## config.mk

```make
export PLATFORM = sky130hd
export DESIGN_NAME = sar_adc_seq
export DESIGN_NICKNAME = d
export VERILOG_FILES = /design/src/rtl/sar_pkg.sv /design/src/rtl/sar_cfg_regs.sv /design/src/rtl/sar_clk_div.sv /design/src/rtl/sar_core.sv /design/src/rtl/sar_adc_seq.sv
export SDC_FILE = /design/constraint.sdc
export NUM_CORES = 1
export LEC_CHECK = 0
export BUFFER_PORTS_ARGS = -buffer_cell sky130_fd_sc_hd__buf_2
export CAP_MARGIN = 20
export CORE_AREA = 2 2 75 77
export CTS_BUF_LIST = sky130_fd_sc_hd__clkbuf_16
export DETAILED_ROUTE_END_ITERATION = 10
export DIE_AREA = 0 0 77 79
export PLACE_DENSITY_LB_ADDON = 0.05
export SLEW_MARGIN = 20
export SYNTH_ARGS = -nofsm -noshare
export SYNTH_HDL_FRONTEND = slang
export SYNTH_HIERARCHICAL = 1
export SYNTH_SLANG_ARGS = --single-unit
```

## constraint.sdc

```tcl
create_clock -name clk_i -period 9.2 [get_ports clk_i]
set_clock_uncertainty 0.05 [all_clocks]
set_input_delay 1.84 -clock clk_i [delete_from_list [all_inputs] [get_ports clk_i]]
set_output_delay 1.84 -clock clk_i [all_outputs]
set_load 0.05 [all_outputs]
```

## src/rtl/sar_pkg.sv

```systemverilog
package sar_pkg;
  localparam int unsigned RES_W = 10;
  localparam int unsigned NIB_W = 4;

  localparam logic [1:0] REG_CHAN = 2'd0;
  localparam logic [1:0] REG_PIN  = 2'd1;
  localparam logic [1:0] REG_CLK  = 2'd2;

  typedef enum logic [1:0] {
    ST_IDLE  = 2'd0,
    ST_SETUP = 2'd1,
    ST_STEP  = 2'd2
  } sar_state_e;
endpackage

```

## src/rtl/sar_cfg_regs.sv

```systemverilog
module sar_cfg_regs #(
  parameter int unsigned DW  = 4,
  parameter int unsigned CKW = 3
) (
  input  logic           clk_i,
  input  logic           rst_ni,
  input  logic           we_i,
  input  logic [1:0]     sel_i,
  input  logic [DW-1:0]  wdata_i,
  output logic [DW-1:0]  chan_o,
  output logic [DW-1:0]  pin_o,
  output logic [CKW-1:0] ck_o
);
  import sar_pkg::*;

  always_ff @(posedge clk_i or negedge rst_ni) begin
    if (!rst_ni) begin
      chan_o <= '0;
      pin_o  <= '0;
      ck_o   <= '0;
    end else if (we_i) begin
      case (sel_i)
        REG_CHAN: chan_o <= wdata_i;
        REG_PIN:  pin_o  <= wdata_i;
        REG_CLK:  ck_o   <= wdata_i[CKW-1:0];
        default:  ;
      endcase
    end
  end
endmodule

```

## src/rtl/sar_clk_div.sv

```systemverilog
module sar_clk_div #(
  parameter int unsigned CW = 6
) (
  input  logic          clk_i,
  input  logic          rst_ni,
  input  logic          run_i,
  input  logic          tick_i,
  input  logic [CW-1:0] div_i,
  output logic          stb_o
);
  logic [CW-1:0] cnt_q;

  assign stb_o = run_i && tick_i && (cnt_q == div_i - CW'(1));

  always_ff @(posedge clk_i or negedge rst_ni) begin
    if (!rst_ni)      cnt_q <= '0;
    else if (!run_i)  cnt_q <= '0;
    else if (stb_o)   cnt_q <= '0;
    else if (tick_i)  cnt_q <= cnt_q + CW'(1);
  end
endmodule

```

## src/rtl/sar_core.sv

```systemverilog
module sar_core #(
  parameter int unsigned W = 10
) (
  input  logic         clk_i,
  input  logic         rst_ni,
  input  logic         tick_i,
  input  logic         start_i,
  input  logic         step_i,
  input  logic         cmp_i,
  output logic         run_o,
  output logic         busy_o,
  output logic         done_o,
  output logic [W-1:0] dac_o,
  output logic [W-1:0] res_o
);
  import sar_pkg::*;
  localparam int unsigned IW = $clog2(W);

  sar_state_e    st_q;
  logic          setup_q;
  logic [IW-1:0] idx_q;
  logic [W-1:0]  sar_q;
  logic [W-1:0]  sar_res;

  always_comb begin
    sar_res = sar_q;
    if (!cmp_i) sar_res[idx_q] = 1'b0;
  end

  always_ff @(posedge clk_i or negedge rst_ni) begin
    if (!rst_ni) begin
      st_q    <= ST_IDLE;
      setup_q <= 1'b0;
      idx_q   <= '0;
      sar_q   <= '0;
      res_o   <= '0;
      done_o  <= 1'b0;
    end else if (start_i) begin
      st_q    <= ST_SETUP;
      setup_q <= 1'b0;
      sar_q   <= '0;
      done_o  <= 1'b0;
    end else begin
      case (st_q)
        ST_SETUP: if (tick_i) begin
          if (setup_q) begin
            st_q         <= ST_STEP;
            idx_q        <= IW'(W-1);
            sar_q        <= '0;
            sar_q[W-1]   <= 1'b1;
          end else begin
            setup_q <= 1'b1;
          end
        end
        ST_STEP: if (step_i) begin
          if (idx_q == '0) begin
            sar_q  <= sar_res;
            res_o  <= sar_res;
            done_o <= 1'b1;
            st_q   <= ST_IDLE;
          end else begin
            sar_q          <= sar_res;
            sar_q[idx_q-1] <= 1'b1;
            idx_q          <= idx_q - IW'(1);
          end
        end
        default: ;
      endcase
    end
  end

  assign run_o  = (st_q == ST_STEP);
  assign busy_o = (st_q != ST_IDLE);
  assign dac_o  = busy_o ? sar_q : '0;
endmodule

```

## src/rtl/sar_adc_seq.sv

```systemverilog
module sar_adc_seq #(
  parameter int unsigned RES_W    = sar_pkg::RES_W,
  parameter int unsigned NIB_W    = sar_pkg::NIB_W,
  parameter int unsigned DIV_BASE = 6,
  parameter int unsigned CK_W     = 3
) (
  input  logic             clk_i,
  input  logic             rst_ni,
  input  logic             inst_tick_i,
  input  logic             cfg_we_i,
  input  logic [1:0]       cfg_sel_i,
  input  logic [NIB_W-1:0] cfg_wdata_i,
  input  logic             start_i,
  input  logic             cmp_i,
  output logic [RES_W-1:0] dac_code_o,
  output logic             busy_o,
  output logic             done_o,
  output logic [1:0]       ch_sel_o,
  output logic             mode_o,
  output logic [NIB_W-1:0] ana_en_o,
  output logic [NIB_W-1:0] rd_hi_o,
  output logic [NIB_W-1:0] rd_mid_o,
  output logic [NIB_W-1:0] rd_lo_o
);
  localparam int unsigned DIV_MAX = DIV_BASE << 3;
  localparam int unsigned CW      = $clog2(DIV_MAX + 1);

  logic [NIB_W-1:0] chan_q;
  logic [CK_W-1:0]  ck_q;
  logic [CW-1:0]    div_val;
  logic             run, step, start_ok;
  logic [RES_W-1:0] res;

  sar_cfg_regs #(.DW(NIB_W), .CKW(CK_W)) u_cfg (
    .clk_i  (clk_i),
    .rst_ni (rst_ni),
    .we_i   (cfg_we_i),
    .sel_i  (cfg_sel_i),
    .wdata_i(cfg_wdata_i),
    .chan_o (chan_q),
    .pin_o  (ana_en_o),
    .ck_o   (ck_q)
  );

  // bit 2 of the code is reserved
  assign div_val  = CW'(DIV_BASE) << ck_q[1:0];
  assign ch_sel_o = chan_q[1:0];
  assign mode_o   = chan_q[3];
  assign start_ok = start_i && !mode_o;

  sar_clk_div #(.CW(CW)) u_div (
    .clk_i  (clk_i),
    .rst_ni (rst_ni),
    .run_i  (run),
    .tick_i (inst_tick_i),
    .div_i  (div_val),
    .stb_o  (step)
  );

  sar_core #(.W(RES_W)) u_core (
    .clk_i  (clk_i),
    .rst_ni (rst_ni),
    .tick_i (inst_tick_i),
    .start_i(start_ok),
    .step_i (step),
    .cmp_i  (cmp_i),
    .run_o  (run),
    .busy_o (busy_o),
    .done_o (done_o),
    .dac_o  (dac_code_o),
    .res_o  (res)
  );

  assign rd_hi_o  = res[RES_W-1 -: NIB_W];
  assign rd_mid_o = res[RES_W-NIB_W-1 -: NIB_W];
  assign rd_lo_o  = {res[1:0], {(NIB_W-2){1'b0}}};
endmodule

```

==> reports/results.ini, run 1 <==
[sta]
min_period_ns=3.823
final_max_slew_viol_count=0
worstMarginPinSlew_ns=0.8887
hold_violations=0
maxSlewHeadroom_pct=40.54
min_period_over_period_pct=41.56
fmax_mhz=261.6
holdWs_ns=0.4345
setup_violations=0
finalSetupTns_ns=0
rsz0062_at_grt=false

[clocking]
htreeDepth=2
clockBufferDepth=2
cts_tree=done
clock-sinks=43
cts_root_buf=clkbuf_16
clk_latency_ns=0.29
hold_buffers=0
cts_resized=0
cts_buffers=5
cts_setup_buffers=0
clkTransAtPathRegs_ns=0.07

[logic_synthesis]
syn_area_um2=2502
postSynthCellCount=269
synth.avg_cell_area_um2=9.303
yosysWarningCount=6

[global_route]
use_met2_pct=31.40
grt_util_met3_pct=3.864
overflow=0
grt_pass1_wl_mm=9.411
antenna_found_initial=0
grt_max_degree=44
gr-usage-met1_pct=26.51
grt_pass1_vias=1934
busiest_layer=met2
grt_util_all_layers_pct=19.50

[cells_and_area]
layout_common_cells=dfrtp_1 (43), buf_2 (39), nand2_1 (36)
layout_commonest_cell=dfrtp_1
fin_nets=328
syn_to_final_growth_pct=16.30
drive_above_1_share_pct=22.15
antenna_cells=0
nFillCells=528

[drt]
drtIter0Drc=117
drc=0
wl_per_cell_um=14.50
vias=2021
avgViaCountPerCell=5.332
drtPass1Iterations=4
wl_mm=5.496
ant_nets=0

[setup_path]
critical-path-top-delay-family=simple AND/OR/NAND/NOR gates
end_kind=flip-flop
cpPeakStageDelay_ns=0.56
critPathKind=flip-flop to flip-flop
crit_required_ns=9.32
cp_num_buf_inv=1
arrival_ns=3.94
start_kind=flip-flop
cp_slowest_cell=nand3_1
crit_chain=inv_1 -> ha_1 -> or4_1 -> nor2_2 -> xnor2_1 -> nor3_4 -> and3_1 -> and4bb_2 -> nand3_1 -> mux2_4
crit_path_max_fanout=20

[floorplan]
core_um2=5338
fp-row-count=27
die_x_um=77
design.portCount=43
start_util_pct=46.88
die_h_um=79
die-area_um2=6083

[status]
outcome=complete, no violations

[power]
peakVddDrop_v=0.0001145
leakage_nw=1.314
powerDensity_nw_per_um2=200.9
finalPower_w=0.0005848

[hold_path]
hp-class=flip-flop to flip-flop

[placed_design]
dp_hpwl_mm=3.791
placement.io_buffers=40
place_congestion=0.7481

[flow_run]
maxCapViolCount=0

path summary, 6_finish.rpt:
| path | from | to | slack, ns | cells past startpoint |
|---|---|---|---|---|
| setup / recovery | u_cfg/ck_o[1] | u_core/res_o[4] | 5.38 | 10 |
| hold / removal | u_core/res_o[5] | u_core/res_o[5] | 0.43 | 2 |
| setup reg to reg | u_cfg/ck_o[1] | u_core/res_o[4] | 5.38 | 10 |
| hold reg to reg | u_core/res_o[5] | u_core/res_o[5] | 0.43 | 2 |
| max in group asynchronous | rst_ni | u_core/sar_q[4] | 7.21 | 1 |
| min in group asynchronous | rst_ni | u_cfg/pin_o[0] | 1.48 | 1 |
per-layer routing:
| layer | part of all wire [%] | vias up |
|---|---|---|
| li1 | - | 1006 |
| met2 | 47 | 40 |
| met3 | 4.0 | 7 |
| met5 | 0 | - |
| met1 | 47 | 968 |
| met4 | 1.4 | 0 |
registers in the layout, summed over array words and instances, names as in the netlist:
name and cells:
u_core/res_o 10, u_core/setup_q 1, u_core/sar_q 10, u_cfg/chan_o 3
u_div/cnt_q 6, u_cfg/pin_o 4, u_core/idx_q 4, u_core/done_o 1
u_core/st_q 2, u_cfg/ck_o 2
metrics by stage:
step | instances | setup slack (ns) | cell area [um^2] | util (%)
finish | 379 | 5.377 | 2910 | 54.52
global route | 379 | 5.003 | 2910 | 54.52
CTS | 379 | 5.312 | 2908 | 54.48
detailed placement | 371 | 5.133 | 2736 | 51.27
global placement | 371 | 5.189 | 2736 | 51.27
floorplan | 274 | 5.887 | 2521 | -
layout make-up:
class	count	area, um^2	share of cell area, %
flip-flops and latches	43	1076	36.97
clock buffers	5	125.1	4.299
repair buffers	40	202.7	6.965
well taps	72	90.09	3.095
multi-input cells	203	1321	45.40
clock inverters	3	46.29	1.591
inverters	13	48.80	1.677
worst min-delay path: cells and delay by family (launching register included):
kind | cells | cell delay (ns)
AOI/OAI and AO/OA | 1 | 0.06
and+or+nand+nor | 1 | 0.05
DFF | 1 | 0.34
where the power goes:
group / leakage [nW] / total (W) / switching (W) / internal, W
combinational: 0.670 / 0.000148 / 0.0000996 / 0.0000481
clock: 0.0804 / 0.000205 / 0.0000764 / 0.000129
sequential: 0.564 / 0.000232 / 0.0000251 / 0.000207
No activity file was read; power rests on OpenSTA's default activity.
==> run 2, diff against run 1 <==
clock period = 3.4 ns   (was 9.2 ns; I/O delays follow)
==> run 2 against run 1 <==
Sequential power rose to 2.7 times the previous value; largest power group unchanged; clock-buffer cell count did not move; via count rose by 1.8%; cell area rose by 0.90%; global-route usage rose by 0.70 points; critical path depth rose by 2; largest cell class unchanged; sequential share of layout area fell by 0.33 points.
==> reports/results.ini, run 2 (synthesis results as in run 1) <==
[status]
outcome=complete, no violations

[floorplan]
core_um2=5338
die-area_um2=6083
fp-row-count=27
design.portCount=43
die_h_um=79
start_util_pct=46.88
die_x_um=77

[placed_design]
dp_hpwl_mm=4.056
placement.io_buffers=40
place_congestion=0.7833

[sta]
hold_violations=0
rsz0062_at_grt=false
fmax_mhz=329.6
min_period_over_period_pct=89.24
min_period_ns=3.034
setup_violations=0
maxSlewHeadroom_pct=63.11
finalSetupTns_ns=0
worstMarginPinSlew_ns=0.5533
final_max_slew_viol_count=0

[setup_path]
crit_path_end=u_core/res_o[2]
end_kind=flip-flop
r2r-start=u_cfg/ck_o[1]
crit_path_max_fanout=14
cp-startpoint=u_cfg/ck_o[1]
crit_required_ns=3.52
r2r_end=u_core/res_o[2]
critPathKind=flip-flop to flip-flop
rr_worst_depth=12
arrival_ns=3.15
start_kind=flip-flop
r2r_slack_ns=0.37

[cells_and_area]
drive_above_1_share_pct=22.83
layout_commonest_cell=dfrtp_1
nFillCells=523
syn_to_final_growth_pct=17.35
antenna_cells=0
layout_common_cells=dfrtp_1 (43), buf_2 (39), nand2_1 (36)
reg_top3=u_core/res_o (10), u_core/sar_q (10), u_div/cnt_q (6)
final_core_util_pct=55.02
multi_input_area_um2=1321
ff_latch_area_um2=1076
fin_nets=332

[power]
swShare_pct=34.03
clkPwrFrac_pct=34.6
internal-power_w=0.001043
peakVddDrop_v=0.0002271
powerDensity_nw_per_um2=538.3
leakage_nw=1.336
power_frac_comb_pct=25.7
power.switching_w=0.0005380
seqPwrFrac_pct=39.8

[global_route]
grt_pass1_vias=1954
grt_max_degree=44
antenna_found_initial=0
grt_util_met3_pct=3.295
overflow=0
busiest_layer=met2
grt_pass1_wl_mm=9.653
use_met2_pct=33.25
gr-usage-met1_pct=27.47
grt_util_all_layers_pct=20.20

[clocking]
cts_tree=done
hold_buffers=0
clk_latency_ns=0.28
clockBufferDepth=2
clkTransAtPathRegs_ns=0.06
clock-sinks=43
cts_root_buf=clkbuf_16
cts_buffers=5
cts_resized=0
cts_setup_buffers=0
htreeDepth=2

[drt]
drtIter0Drc=98
avgViaCountPerCell=5.371
vias=2057
wl_mm=5.620
ant_nets=0
wl_per_cell_um=14.67
drc=0
drtPass1Iterations=4

[hold_path]
hp-class=input pin to async pin

[flow_run]
maxCapViolCount=0

## run 2: changes by cell type in the layout (fill, tap and decap cells not counted)
cell,before,now
buf_4,1,5
clkinv_1,0,1
clkinvlp_4,1,0
## run 2: per-stage QoR
| step | setup WS (ns) | cell area, um^2 | total power, W | instances | hold WS, ns |
|---|---|---|---|---|---|
| final | 0.3658 | 2937 | 0.001581 | 383 | 0.3389 |
| after global routing | 0.01499 | 2937 | 0.001667 | 383 | 0.3834 |
| after CTS | 0.3392 | 2934 | 0.001602 | 383 | 0.4355 |
| after detailed placement | 0.3650 | 2766 | 0.001043 | 375 | 0.4211 |
| after global placement | 0.4344 | 2766 | 0.001040 | 375 | 0.4158 |
| after floorplan | 0.4874 | 2521 | 0.0009399 | 274 | 0.3344 |
## run 2: metal layers
metal | share of wire, % | wire, um
met2 | 48 | 2713
met5 | 0 | 0
met1 | 46 | 2588
met4 | 1.2 | 70
met3 | 4.4 | 248
## run 2: how the worst min path moves through the flow
stage                           end             from  slack, ns
global route        u_cfg/chan_o[0]           rst_ni       0.38
global placement    u_core/res_o[3]  u_core/res_o[3]       0.42
floorplan           u_cfg/chan_o[0]           rst_ni       0.33
finish               u_cfg/pin_o[0]           rst_ni       0.34
CTS                 u_core/res_o[5]  u_core/res_o[5]       0.44
detailed placement  u_core/res_o[5]  u_core/res_o[5]       0.42
## run 2: layout make-up
cell class	instances	area share, %
clock buffer	5	4.261
clock inverter	3	1.449
inverter	13	1.662
multi-input combinational	203	44.99
sequential	43	36.64
tap	72	3.068
timing repair buffer	44	7.925
## run 2: critical path: stages (launching register included)
cell and delay, ns:
dfrtp_1 0.43, inv_1 0.18, ha_1 0.30, or4_1 0.43
nor2_2 0.11, xnor2_1 0.10, nor3_4 0.19, and3_1 0.24
and4bb_2 0.25, nand3_1 0.23, buf_4 0.28, nand2_1 0.07
o21ai_1 0.06
## run 2: power by group through the flow
stage          logic (W)  clock network [W]  registers [W]
6_report        0.000406           0.000547       0.000628
5_1_grt         0.000448           0.000582       0.000637
4_1_cts         0.000409           0.000565       0.000627
3_5_place_dp    0.000407                  0       0.000636
3_3_place_gp    0.000403                  0       0.000637
2_1_floorplan   0.000284                  0       0.000656
==> run 3, diff against run 2 <==
BUFFER_PORTS_ARGS = unset   (was -buffer_cell sky130_fd_sc_hd__buf_2)
DONT_BUFFER_PORTS = 1   (was unset)
==> run 3 against run 2 <==
Wire length fell by 0.48%; total power shrank 8.1%; cell area fell by 7.9%; clock-buffer cell count did not move.
==> reports/results.ini, run 3 (synthesis results as in run 1) <==
[status]
outcome=complete, no violations

[drt]
avgViaCountPerCell=5.518
vias=1887
drtIter0Drc=119
wl_per_cell_um=16.35
drtPass1Iterations=5
wl_mm=5.593
ant_nets=0
drc=0

[floorplan]
start_util_pct=46.88
fp-row-count=27
die_x_um=77
die_h_um=79
die-area_um2=6083
design.portCount=43
core_um2=5338

[setup_path]
arrival_ns=3.12
crit_path_max_fanout=17
r2r_slack_ns=0.40
r2r-start=u_cfg/ck_o[1]
rr_worst_depth=12
critPathKind=flip-flop to flip-flop
end_kind=flip-flop
crit_required_ns=3.52
start_kind=flip-flop
r2r_end=u_core/res_o[9]

[sta]
worstMarginPinSlew_ns=0.9951
maxSlewHeadroom_pct=33.52
final_max_slew_viol_count=0
min_period_ns=3.002
rsz0062_at_grt=false
hold_violations=0
finalSetupTns_ns=0
min_period_over_period_pct=88.29
setup_violations=0
fmax_mhz=333.1

[clocking]
clock-sinks=43
clkTransAtPathRegs_ns=0.06
cts_buffers=5
cts_setup_buffers=0
cts_resized=0
clk_latency_ns=0.28
cts_tree=done
cts_root_buf=clkbuf_16
clockBufferDepth=2
hold_buffers=0
htreeDepth=2

[placed_design]
dp_hpwl_mm=3.921
placement.io_buffers=0
place_congestion=0.8348

[global_route]
grt_pass1_vias=1848
grt_max_degree=44
grt_pass1_wl_mm=9.390
antenna_found_initial=0
overflow=0
grt_util_all_layers_pct=19.76

[power]
peakVddDrop_v=0.0002103
internal-power_w=0.0009417
leakage_nw=1.131
powerDensity_nw_per_um2=537.3
power.switching_w=0.0005118
clkPwrFrac_pct=31.6
swShare_pct=35.21
power_frac_comb_pct=20.9
seqPwrFrac_pct=47.5

[cells_and_area]
fin_nets=292
final_core_util_pct=50.68
ff_latch_area_um2=1076
reg_top3=u_core/res_o (10), u_core/sar_q (10), u_div/cnt_q (6)
antenna_cells=0
syn_to_final_growth_pct=8.100
nFillCells=517
layout_common_cells=dfrtp_1 (43), nand2_1 (36), o21ai_1 (28)
drive_above_1_share_pct=11.48
layout_commonest_cell=dfrtp_1
multi_input_area_um2=1321

[flow_run]
maxCapViolCount=0

[hold_path]
hp-class=input pin to async pin

run 3: how the worst max path moves through the flow:
stage	start	to	slack [ns]	depth (start not counted)
2_1_floorplan	u_cfg/ck_o[1]	u_core/res_o[4]	0.49	11
3_3_place_gp	u_cfg/ck_o[1]	u_core/sar_q[0]	0.45	11
3_5_place_dp	u_cfg/ck_o[1]	u_core/res_o[6]	0.40	12
4_1_cts	u_cfg/ck_o[1]	u_core/res_o[9]	0.38	12
5_1_grt	u_cfg/ck_o[1]	u_core/sar_q[1]	0.10	11
6_report	u_cfg/ck_o[1]	u_core/res_o[9]	0.40	12
run 3: final cells by class:
class | count | area share (%)
multi-input combinational | 203 | 48.84
sequential | 43 | 39.78
clock buffer | 5 | 4.625
tap | 72 | 3.330
inverter | 13 | 1.804
timing repair buffer | 4 | 1.110
clock inverter | 2 | 0.5088
run 3: critical path, cell delays in order (launching register included):
cell	delay, ns
dfrtp_1	0.43
inv_1	0.18
ha_1	0.30
or4_1	0.43
nor2_2	0.11
xnor2_1	0.11
nor3_4	0.20
and3_1	0.24
and4bb_2	0.27
nand3_1	0.16
buf_4	0.26
nand2_1	0.09
o21ai_1	0.07
run 3: per-layer routing:
layer | vias up | global-route usage, % | wire length, um
met2 | 54 | 32.02 | 2644
met5 | - | 0 | 0
met1 | 888 | 26.75 | 2570
li1 | 939 | - | -
met3 | 6 | 3.523 | 300
met4 | 0 | 7.143 | 78
run 3: power groups by stage:
stage          Sequential [W]  Combinational, W  Clock, W
6_report             0.000690          0.000304  0.000459
4_1_cts              0.000690          0.000303  0.000474
3_5_place_dp         0.000698          0.000303         0
5_1_grt              0.000699          0.000337  0.000497
2_1_floorplan        0.000656          0.000284         0
3_3_place_gp         0.000698          0.000301         0
run 3: through the flow:
stage,instances,instance area [um^2],setup WS (ns),power (W),hold slack (ns)
finish,342,2705,0.3983,0.001454,0.03836
global route,342,2705,0.1011,0.001533,0.02580
CTS,342,2705,0.3822,0.001467,0.03172
detailed placement,335,2566,0.4049,0.001001,0.3355
global placement,335,2566,0.4499,0.0009990,0.3353
floorplan,274,2521,0.4874,0.0009399,0.3344
